**config.mk**
```make
export PLATFORM = sky130hd
export DESIGN_NAME = mstat_bank
export DESIGN_NICKNAME = d
export VERILOG_FILES = /design/src/rtl/mstat_pkg.sv /design/src/rtl/mstat_counter.sv /design/src/rtl/mstat_rollover.sv /design/src/rtl/mstat_regif.sv /design/src/rtl/mstat_bank.sv
export SDC_FILE = /design/constraint.sdc
export NUM_CORES = 2
export LEC_CHECK = 0
export BUFFER_PORTS_ARGS = -buffer_cell sky130_fd_sc_hd__buf_2
export CORE_MARGIN = 2
export CORE_UTILIZATION = 43
export DETAILED_ROUTE_END_ITERATION = 6
export PLACE_DENSITY = 0.65
export SLEW_MARGIN = 20
export SYNTH_ARGS = -nofsm -noshare
export SYNTH_HDL_FRONTEND = slang
export SYNTH_HIERARCHICAL = 1
export SYNTH_SLANG_ARGS = --single-unit
```
**constraint.sdc**
```tcl
create_clock -name clk -period 5.35 [get_ports clk]
set_input_delay 0 -clock clk [delete_from_list [all_inputs] [get_ports clk]]
set_output_delay 0 -clock clk [all_outputs]
set_load 0.05 [all_outputs]
```
**src/rtl/mstat_pkg.sv**
```systemverilog
package mstat_pkg;

   localparam int NUM_CNT    = 22;
   localparam int DATA_W     = 16;
   localparam int ROLL_WORDS = 4;
   localparam int FLAG_W     = ROLL_WORDS * DATA_W;
   localparam int MAX_CNT_W  = 40;
   localparam int MIN_CNT_W  = 17;

   // word addresses of the register map
   localparam int REG_CTRL      = 0;
   localparam int REG_ROLL_BASE = 4;
   localparam int REG_IEN_BASE  = 8;
   localparam int REG_CNT_BASE  = 16;
   localparam int CTRL_SNAP_BIT = 0;
   localparam int CTRL_CLR_BIT  = 1;

   // counter indices
   localparam int IX_RX_OCTETS     = 0;
   localparam int IX_RX_JUMBO_OCT  = 12;
   localparam int IX_TX_OCTETS     = 13;
   localparam int IX_TX_JUMBO_OCT  = 21;

   typedef enum logic [1:0] {
      KIND_EVENT    = 2'd0,
      KIND_RX_BYTES = 2'd1,
      KIND_TX_BYTES = 2'd2
   } cnt_kind_e;

   function automatic cnt_kind_e kind_of(input int idx);
      if (idx == IX_RX_OCTETS || idx == IX_RX_JUMBO_OCT) return KIND_RX_BYTES;
      if (idx == IX_TX_OCTETS || idx == IX_TX_JUMBO_OCT) return KIND_TX_BYTES;
      return KIND_EVENT;
   endfunction

endpackage

```
**src/rtl/mstat_counter.sv**
```systemverilog
module mstat_counter #(
   parameter int                   CNT_W   = 40,
   parameter int                   BYTES_W = 14,
   parameter mstat_pkg::cnt_kind_e KIND    = mstat_pkg::KIND_EVENT
) (
   input  logic               clk,
   input  logic               rst_n,
   input  logic               strobe,
   input  logic [BYTES_W-1:0] rx_bytes,
   input  logic [BYTES_W-1:0] tx_bytes,
   input  logic               clear,
   input  logic               snap,
   output logic [CNT_W-1:0]   live_q,
   output logic [CNT_W-1:0]   hold_q,
   output logic               wrap
);
   localparam bool_is_event = (KIND == mstat_pkg::KIND_EVENT);
   localparam bool_is_tx    = (KIND == mstat_pkg::KIND_TX_BYTES);

   logic [BYTES_W-1:0] bytes_sel;
   logic [CNT_W-1:0]   inc;
   logic [CNT_W:0]     sum;

   assign bytes_sel = bool_is_tx ? tx_bytes : rx_bytes;
   assign inc       = bool_is_event ? CNT_W'(1) : CNT_W'(bytes_sel);
   assign sum       = {1'b0, live_q} + {1'b0, inc};
   // a clear in the same cycle suppresses both the add and the wrap
   assign wrap      = strobe && !clear && sum[CNT_W];

   always_ff @(posedge clk) begin
      if (!rst_n) begin
         live_q <= '0;
      end else if (clear) begin
         live_q <= '0;
      end else if (strobe) begin
         live_q <= sum[CNT_W-1:0];
      end
   end

   always_ff @(posedge clk) begin
      if (!rst_n) begin
         hold_q <= '0;
      end else if (snap) begin
         hold_q <= live_q;
      end
   end
endmodule

```
**src/rtl/mstat_rollover.sv**
```systemverilog
module mstat_rollover #(
   parameter int NUM_CNT    = 22,
   parameter int ROLL_WORDS = 4,
   parameter int DATA_W     = 16
) (
   input  logic                         clk,
   input  logic                         rst_n,
   input  logic [NUM_CNT-1:0]           wrap_vec,
   input  logic [ROLL_WORDS-1:0]        rd_clr,
   input  logic [ROLL_WORDS-1:0]        ien_we,
   input  logic [DATA_W-1:0]            wdata,
   output logic [ROLL_WORDS*DATA_W-1:0] flags,
   output logic [ROLL_WORDS*DATA_W-1:0] ien,
   output logic                         irq
);
   localparam int FLAG_W = ROLL_WORDS * DATA_W;

   logic [FLAG_W-1:0] set_vec;
   assign set_vec = FLAG_W'(wrap_vec);

   for (genvar w = 0; w < ROLL_WORDS; w++) begin : g_word
      always_ff @(posedge clk) begin
         if (!rst_n) begin
            flags[w*DATA_W +: DATA_W] <= '0;
         end else if (rd_clr[w]) begin
            // the word read is cleared, a wrap in this cycle survives
            flags[w*DATA_W +: DATA_W] <= set_vec[w*DATA_W +: DATA_W];
         end else begin
            flags[w*DATA_W +: DATA_W] <= flags[w*DATA_W +: DATA_W]
                                         | set_vec[w*DATA_W +: DATA_W];
         end
      end

      always_ff @(posedge clk) begin
         if (!rst_n) begin
            ien[w*DATA_W +: DATA_W] <= '0;
         end else if (ien_we[w]) begin
            ien[w*DATA_W +: DATA_W] <= wdata;
         end
      end
   end

   assign irq = |(flags & ien);
endmodule

```
**src/rtl/mstat_regif.sv**
```systemverilog
module mstat_regif #(
   parameter int ADDR_W     = 8,
   parameter int NUM_CNT    = 22,
   parameter int CNT_W      = 40,
   parameter int ROLL_WORDS = 4,
   parameter int DATA_W     = 16
) (
   input  logic                         clk,
   input  logic                         rst_n,
   input  logic                         wr_en,
   input  logic [ADDR_W-1:0]            wr_addr,
   input  logic [DATA_W-1:0]            wr_data,
   input  logic                         rd_en,
   input  logic [ADDR_W-1:0]            rd_addr,
   input  logic [ROLL_WORDS*DATA_W-1:0] flags,
   input  logic [ROLL_WORDS*DATA_W-1:0] ien,
   input  logic [NUM_CNT*CNT_W-1:0]     hold_flat,
   output logic                         snap,
   output logic                         clear,
   output logic [ROLL_WORDS-1:0]        ien_we,
   output logic [ROLL_WORDS-1:0]        roll_rd,
   output logic [DATA_W-1:0]            rd_data
);
   localparam int WIDE_W  = 3 * DATA_W;
   localparam int PAD_W   = WIDE_W - CNT_W;
   localparam int IDX_W   = ADDR_W - 2;
   localparam int CNT_END = mstat_pkg::REG_CNT_BASE + 4 * NUM_CNT;

   logic              ctrl_wr;
   logic [ADDR_W-1:0] cnt_off;
   logic [IDX_W-1:0]  cnt_idx;
   logic              cnt_hit;
   logic [CNT_W-1:0]  sel;
   logic [WIDE_W-1:0] wide;
   logic [DATA_W-1:0] rd_next;

   assign ctrl_wr = wr_en && (wr_addr == ADDR_W'(mstat_pkg::REG_CTRL));
   assign snap    = ctrl_wr && wr_data[mstat_pkg::CTRL_SNAP_BIT];
   assign clear   = ctrl_wr && wr_data[mstat_pkg::CTRL_CLR_BIT];

   for (genvar w = 0; w < ROLL_WORDS; w++) begin : g_dec
      assign ien_we[w]  = wr_en && (wr_addr == ADDR_W'(mstat_pkg::REG_IEN_BASE + w));
      assign roll_rd[w] = rd_en && (rd_addr == ADDR_W'(mstat_pkg::REG_ROLL_BASE + w));
   end

   assign cnt_off = rd_addr - ADDR_W'(mstat_pkg::REG_CNT_BASE);
   assign cnt_idx = cnt_off[ADDR_W-1:2];
   assign cnt_hit = (rd_addr >= ADDR_W'(mstat_pkg::REG_CNT_BASE))
                    && (rd_addr < ADDR_W'(CNT_END));

   always_comb begin
      sel = '0;
      for (int i = 0; i < NUM_CNT; i++) begin
         if (cnt_idx == IDX_W'(i)) sel = hold_flat[i*CNT_W +: CNT_W];
      end
   end

   // widen every counter to three full slices; the bits above CNT_W stay zero
   if (PAD_W > 0) begin : g_pad
      assign wide = {{PAD_W{1'b0}}, sel};
   end else begin : g_nopad
      assign wide = sel;
   end

   always_comb begin
      rd_next = '0;
      for (int w = 0; w < ROLL_WORDS; w++) begin
         if (rd_addr == ADDR_W'(mstat_pkg::REG_ROLL_BASE + w))
            rd_next = flags[w*DATA_W +: DATA_W];
         if (rd_addr == ADDR_W'(mstat_pkg::REG_IEN_BASE + w))
            rd_next = ien[w*DATA_W +: DATA_W];
      end
      if (cnt_hit) begin
         case (rd_addr[1:0])
            2'd0:    rd_next = wide[DATA_W-1:0];
            2'd1:    rd_next = wide[2*DATA_W-1:DATA_W];
            2'd2:    rd_next = {8'h00, wide[2*DATA_W+7:2*DATA_W]};
            default: rd_next = '0;
         endcase
      end
   end

   always_ff @(posedge clk) begin
      if (!rst_n) begin
         rd_data <= '0;
      end else if (rd_en) begin
         rd_data <= rd_next;
      end
   end
endmodule

```
**src/rtl/mstat_bank.sv**
```systemverilog
module mstat_bank #(
   parameter int CNT_W   = 40,
   parameter int BYTES_W = 14,
   parameter int ADDR_W  = 8
) (
   input  logic                          clk,
   input  logic                          rst_n,
   input  logic [mstat_pkg::NUM_CNT-1:0] evt_strobe,
   input  logic [BYTES_W-1:0]            rx_frame_bytes,
   input  logic [BYTES_W-1:0]            tx_frame_bytes,
   input  logic                          reg_wr_en,
   input  logic [ADDR_W-1:0]             reg_wr_addr,
   input  logic [mstat_pkg::DATA_W-1:0]  reg_wr_data,
   input  logic                          reg_rd_en,
   input  logic [ADDR_W-1:0]             reg_rd_addr,
   output logic [mstat_pkg::DATA_W-1:0]  reg_rd_data,
   output logic                          ovf_irq
);
   localparam int NUM_CNT    = mstat_pkg::NUM_CNT;
   localparam int DATA_W     = mstat_pkg::DATA_W;
   localparam int ROLL_WORDS = mstat_pkg::ROLL_WORDS;
   localparam int FLAG_W     = mstat_pkg::FLAG_W;
   localparam int MAP_END    = mstat_pkg::REG_CNT_BASE + 4 * NUM_CNT;

   if (CNT_W < mstat_pkg::MIN_CNT_W || CNT_W > mstat_pkg::MAX_CNT_W) begin : g_bad_cnt_w
      $error("mstat_bank: CNT_W must lie between 17 and 40");
   end
   if (BYTES_W >= CNT_W || BYTES_W < 14) begin : g_bad_bytes_w
      $error("mstat_bank: BYTES_W must hold 9600 and stay below CNT_W");
   end
   if ((1 << ADDR_W) < MAP_END) begin : g_bad_addr_w
      $error("mstat_bank: ADDR_W too small for the register map");
   end
   if (NUM_CNT > FLAG_W) begin : g_bad_num
      $error("mstat_bank: more counters than rollover flags");
   end

   logic                   snap;
   logic                   clear;
   logic [ROLL_WORDS-1:0]  ien_we;
   logic [ROLL_WORDS-1:0]  roll_rd;
   logic [NUM_CNT-1:0]     wrap_vec;
   logic [NUM_CNT*CNT_W-1:0] live_flat;
   logic [NUM_CNT*CNT_W-1:0] hold_flat;
   logic [FLAG_W-1:0]      roll_flags;
   logic [FLAG_W-1:0]      ien_bits;

   for (genvar i = 0; i < NUM_CNT; i++) begin : g_cnt
      mstat_counter #(
         .CNT_W   (CNT_W),
         .BYTES_W (BYTES_W),
         .KIND    (mstat_pkg::kind_of(i))
      ) cnt_i (
         .clk      (clk),
         .rst_n    (rst_n),
         .strobe   (evt_strobe[i]),
         .rx_bytes (rx_frame_bytes),
         .tx_bytes (tx_frame_bytes),
         .clear    (clear),
         .snap     (snap),
         .live_q   (live_flat[i*CNT_W +: CNT_W]),
         .hold_q   (hold_flat[i*CNT_W +: CNT_W]),
         .wrap     (wrap_vec[i])
      );
   end

   mstat_rollover #(
      .NUM_CNT    (NUM_CNT),
      .ROLL_WORDS (ROLL_WORDS),
      .DATA_W     (DATA_W)
   ) roll_i (
      .clk      (clk),
      .rst_n    (rst_n),
      .wrap_vec (wrap_vec),
      .rd_clr   (roll_rd),
      .ien_we   (ien_we),
      .wdata    (reg_wr_data),
      .flags    (roll_flags),
      .ien      (ien_bits),
      .irq      (ovf_irq)
   );

   mstat_regif #(
      .ADDR_W     (ADDR_W),
      .NUM_CNT    (NUM_CNT),
      .CNT_W      (CNT_W),
      .ROLL_WORDS (ROLL_WORDS),
      .DATA_W     (DATA_W)
   ) regif_i (
      .clk       (clk),
      .rst_n     (rst_n),
      .wr_en     (reg_wr_en),
      .wr_addr   (reg_wr_addr),
      .wr_data   (reg_wr_data),
      .rd_en     (reg_rd_en),
      .rd_addr   (reg_rd_addr),
      .flags     (roll_flags),
      .ien       (ien_bits),
      .hold_flat (hold_flat),
      .snap      (snap),
      .clear     (clear),
      .ien_we    (ien_we),
      .roll_rd   (roll_rd),
      .rd_data   (reg_rd_data)
   );
endmodule

```
* Word level (Yosys, flattened, before mapping)
Index checks and enable logic that the tools add are counted.
** Cells by class
- Add/sub/neg operators :: 23
- $mul :: 0
- Divide/modulo/power cells :: 0
- Order comparisons :: 2
- Eq/ne operators :: 35
- Shift-type cells :: 0
- Muxes and demuxes :: 34
- Bitwise gates (word level) :: 4
- Reductions and logical operators :: 61
** Operator list (count)
- $mux W40 :: 22
- $add A40 B1 Y41 const B :: 18
- $add A40 B14 Y41 :: 4
- $mux W16 :: 10
- $and A32 B64 Y64 :: 1
- $eq A8 B4 Y1 const B :: 8
- $reduce_or A64 Y1 :: 1
- $logic_and A1 B1 Y1 :: 54
- $eq A6 B4 Y1 const B :: 8
- $pmux W16 S3 :: 1
- $eq A6 B5 Y1 const B :: 6
- $eq A8 B3 Y1 const B :: 4
- $eq A6 B3 Y1 const B :: 4
- $or A16 B16 Y16 :: 1
- $or A16 B6 Y16 :: 1
- $eq A6 B2 Y1 const B :: 2
- $ge A8 B5 Y1 const B :: 1
- $logic_not A8 Y1 :: 1
- $lt A8 B7 Y1 const B :: 1
- $sub A8 B5 Y8 const B :: 1
- $eq A6 B1 Y1 const B :: 1
- $logic_not A6 Y1 :: 1
- $mux W6 :: 1
- $reduce_or A2 Y1 :: 2
- 5 further kinds :: 5
** Word-level totals
- Register bits after elaboration :: 1872
- Latch bits :: 0
- Memory bits (writable) :: 0
- Bits in read-only memories :: 0
- Input port bits :: 86
- Output and inout bits :: 17
- Word-level logic and storage cells :: 211
- Memories kept :: 0

* Logic depth before layout (Yosys ltp)
- Depth in word-level cells :: 26
- Gate-level depth with buffers :: 12
- Mapped depth without buffers :: 8

* Cells and area by module
The synthesis kept the hierarchy.
** By module, submodules not included
- mstat_counter (g_cnt[10].cnt_i ...) :: instances 18, cells each 369, area each 3553.4 um2, sequential area each 1601.5 um2
- mstat_counter (g_cnt[0].cnt_i ...) :: instances 4, cells each 466, area each 4212.8 um2, sequential area each 1601.5 um2
- mstat_regif :: instances 1, cells each 1339, area each 9186.3 um2, sequential area each 320.3 um2
- mstat_rollover :: instances 1, cells each 333, area each 3618.5 um2, sequential area each 1721.7 um2

* Worst setup path before layout
Ideal clock, no wire load.
- Path kind :: input to register
- Start :: input port reg_wr_addr[2]
- End :: register g_cnt[0].cnt_i.live_q[9]
- Setup time :: 0.122 ns
- Data arrival time :: 3.960 ns
- Data required time :: 5.228 ns
- Setup slack :: 1.268 ns
- Stages :: 8
- Path buffers :: 1
- Cells stage by stage :: nor4_1 > nand3b_1 > or4_1 > nor2_1 > nor2b_1 > clkbuf_1 > and4_1 > a311o_1
** Between the ends
- Cells in the longest elaborated chain, start to end :: 4
** RTL lines
- start, declared :: line mstat_bank.sv:12 : input logic [ADDR_W-1:0] reg_wr_addr,
- $logic_not A8 Y1 :: line mstat_regif.sv:37 : assign ctrl_wr = wr_en && (wr_addr == ADDR_W'(mstat_pkg::REG_CTRL));
- $logic_and A1 B1 Y1 :: line mstat_regif.sv:37
- $logic_and A1 B1 Y1 :: line mstat_regif.sv:39 : assign clear = ctrl_wr && wr_data[mstat_pkg::CTRL_CLR_BIT];
- net clear :: line mstat_bank.sv:39 : logic clear;
- $reduce_or A2 Y1 (no line)
- end signal, assigned :: line mstat_counter.sv:36 : live_q <= sum[CNT_W-1:0];
- end, declared :: line mstat_counter.sv:13 : output logic [CNT_W-1:0] live_q,
The timed path passes the listed nets, and every way through them passes these cells.
A chain may end at the register's enable or synchronous reset.

* Worst setup path in the final report
- Start :: input port reg_wr_addr[0]
- End :: register g_cnt[0].cnt_i.live_q[10]
Same word-level chain as after synthesis.

==> flow_metrics.tcl <==
set metrics [dict create \
    status "complete, but fails checks" \
    violations "design-rule violations" \
    p_leak_uw 0.0323 \
    postRouteWirelength_um 350000 \
    cts_made_buffers 202 \
    slowest_stage "nor2_4" \
    cts_tree "built" \
    place_hpwl_um 261000 \
    htreeDepth 4 \
    grt_max_degree 142 \
    ff_latch_area_mm2 0.0373 \
    min_period_ns 4.04 \
    portBuffers 102 \
    yosysWarnings 6 \
    min_path_type "in -> reg" \
    cp_top_family "simple AND/OR/NAND/NOR gates" \
    intPower_uw 23200 \
    antenna_found_initial 31 \
    cp.arrival_ns 4.80 \
    first_pass_iters 7 \
    die_h_um 471 \
    cts_sinks 1862 \
    ant_nets 0 \
    fin_crit_sh_pct 75.6 \
    end_kind "flop" \
    viasPerCell 6.25 \
    ir_drop_mv 0.262 \
    p_clk_share_pct 47.9 \
    start_util_pct 43.2 \
    netlist_area_mm2 0.0936 \
    rsz0062_at_grt "false" \
    cp_cell_sequence "dlygate4sd3_1 > buf_2 > or4_1 > nor2_4 > buf_4 > nand2b_1 > nor3_1 > a32oi_1 > dlygate4sd3_1 > nand3_1 > dlygate4sd3_1" \
    drive_above_1_share_pct 8.48 \
    tightest_slew_ns 1.31 \
    clkTransAtPathRegs_ns 0.06 \
    whs_ns 0.0331 \
    clk_latency_ns 0.90 \
    p_sw_share_pct 24.3 \
    powerDensity_mw_per_mm2 295 \
    grt_pass1_vias 73300 \
    grt_first_pass_wirelength_um 506000 \
    finalSetupTns_ns 0 \
    synth_cells 10200 \
    cpPeakStageDelay_ns 0.73 \
    hold_viol_final 0 \
    dieWidth_um 471 \
    drv_slew 0 \
    drtIter0Drc 10500 \
    setup_violations 0 \
    maxSlewHeadroom_pct 12.5 \
    critPathKind "in -> reg" \
    row_count 171 \
    fillers 20100 \
    postSynthAreaPerCell_um2 9.20 \
    crit_required_ns 6.11 \
    final_core_util_pct 48.0 \
    nNetsFinal 10200 \
    core_area_mm2 0.217 \
    cp_common_cell "dlygate4sd3_1" \
    final_cells 13100 \
    power_frac_comb_pct 6.1 \
    clockRootBuffer "clkbuf_16" \
    maxCapViolCount 0 \
    cts_buffer_depth 3 \
    track_usage_pct 30.2 \
    area_growth_pct 11.1 \
    post-place-cells 12600 \
    timing.fmax_mhz 247 \
    place_congestion 1.12 \
    overflow 0 \
    seqPwrFrac_pct 45.9 \
    finClkSkew_ns 0.0654 \
    wl_per_cell_um 26.8 \
    routed-via-count 81700 \
    crit_buf_inv 5 \
    ios 103 \
    drc 10 \
    die_area_mm2 0.221 \
    multi_input_area_mm2 0.0524 \
    worst-path-max-fanout 20 \
    netSwitchingPower_uw 7470 \
    start_kind "input pin" \
]
==> final timing paths <==
path	endpoint	start	slack [ns]	cells past startpoint
worst max-delay path	g_cnt[0].cnt_i/live_q[10]	reg_wr_addr[0]	1.31	11
worst min-delay path	g_cnt[20].cnt_i/live_q[0]	evt_strobe[20]	0.03	4
worst max register to register	g_cnt[21].cnt_i/live_q[8]	g_cnt[21].cnt_i/live_q[7]	2.08	9
worst min register to register	g_cnt[1].cnt_i/live_q[37]	g_cnt[1].cnt_i/live_q[37]	0.48	2
==> tightest hold or removal path: cells and delay by family <==
family                 cells  cell delay (ns)
AND/OR/NAND/NOR            1             0.07
buffers and inverters      2             0.71
XOR/XNOR                   1             0.09
==> power by group through the flow <==
stage	sequential (µW)	combinational, µW	clock, µW
global placement	14400	1670	0
finish	14100	1880	14700
global route	14100	2000	15500
detailed placement	14400	1710	0
floorplan	14400	1210	0
CTS	14100	1810	14900
==> flip-flops by register name (all words and copies together), names as in the netlist <==
register,cells
regif_i/rd_data,16
roll_i/flags,22
roll_i/ien,64
g_cnt.cnt_i/hold_q,880
g_cnt.cnt_i/live_q,880
==> layer usage <==
layer | track usage [%] | share of wire (%)
met5 | 0 | 0.037
met4 | 16.2 | 6.4
met3 | 8.68 | 10
met2 | 43.4 | 41
met1 | 40.7 | 42
==> layout by cell type, fill, tap and decap left out, drive strengths merged, types with 59 or more instances in the layout <==
master / instances
or4: 349
nand2: 740
nor3: 65
and3: 86
nor2b: 994
nor4: 170
inv: 148
o31ai: 348
and2: 91
nand4: 279
a21oi: 667
nor2: 403
o21ai: 210
buf: 252
and4: 171
xor2: 76
ha: 74
mux2i: 1209
dlygate4sd3: 121
xnor2: 116
a22oi: 110
nand2b: 222
nand3: 310
or3: 59
dfxtp: 1862
clkbuf: 292
==> cell type report <==
class                           count  share of cell area [%]
Tap cell                         2854                    3.43
Timing Repair Buffer              375                    3.04
Antenna cell                       13                  0.0313
Multi-Input combinational cell   7450                    50.4
Clock inverter                     87                    1.08
Clock buffer                      291                    5.67
Inverter                          140                   0.505
Sequential cell                  1862                    35.8
==> per-stage QoR <==
stage | total power, µW | setup WS (ns) | instance area (µm²)
finish | 30700 | 1.31 | 104000
global route | 31600 | 1.26 | 104000
CTS | 30800 | 1.50 | 104000
detailed placement | 16100 | 1.59 | 95600
global placement | 16100 | 1.31 | 95600
floorplan | 15600 | 1.27 | 93800
==> what timing repair did <==
action                     CTS  global route
buffers inserted             0             0
resized for setup            0             0
hold endpoints to repair  1381             0
hold buffers               121             0
No activity file was read; power rests on OpenSTA's default activity.
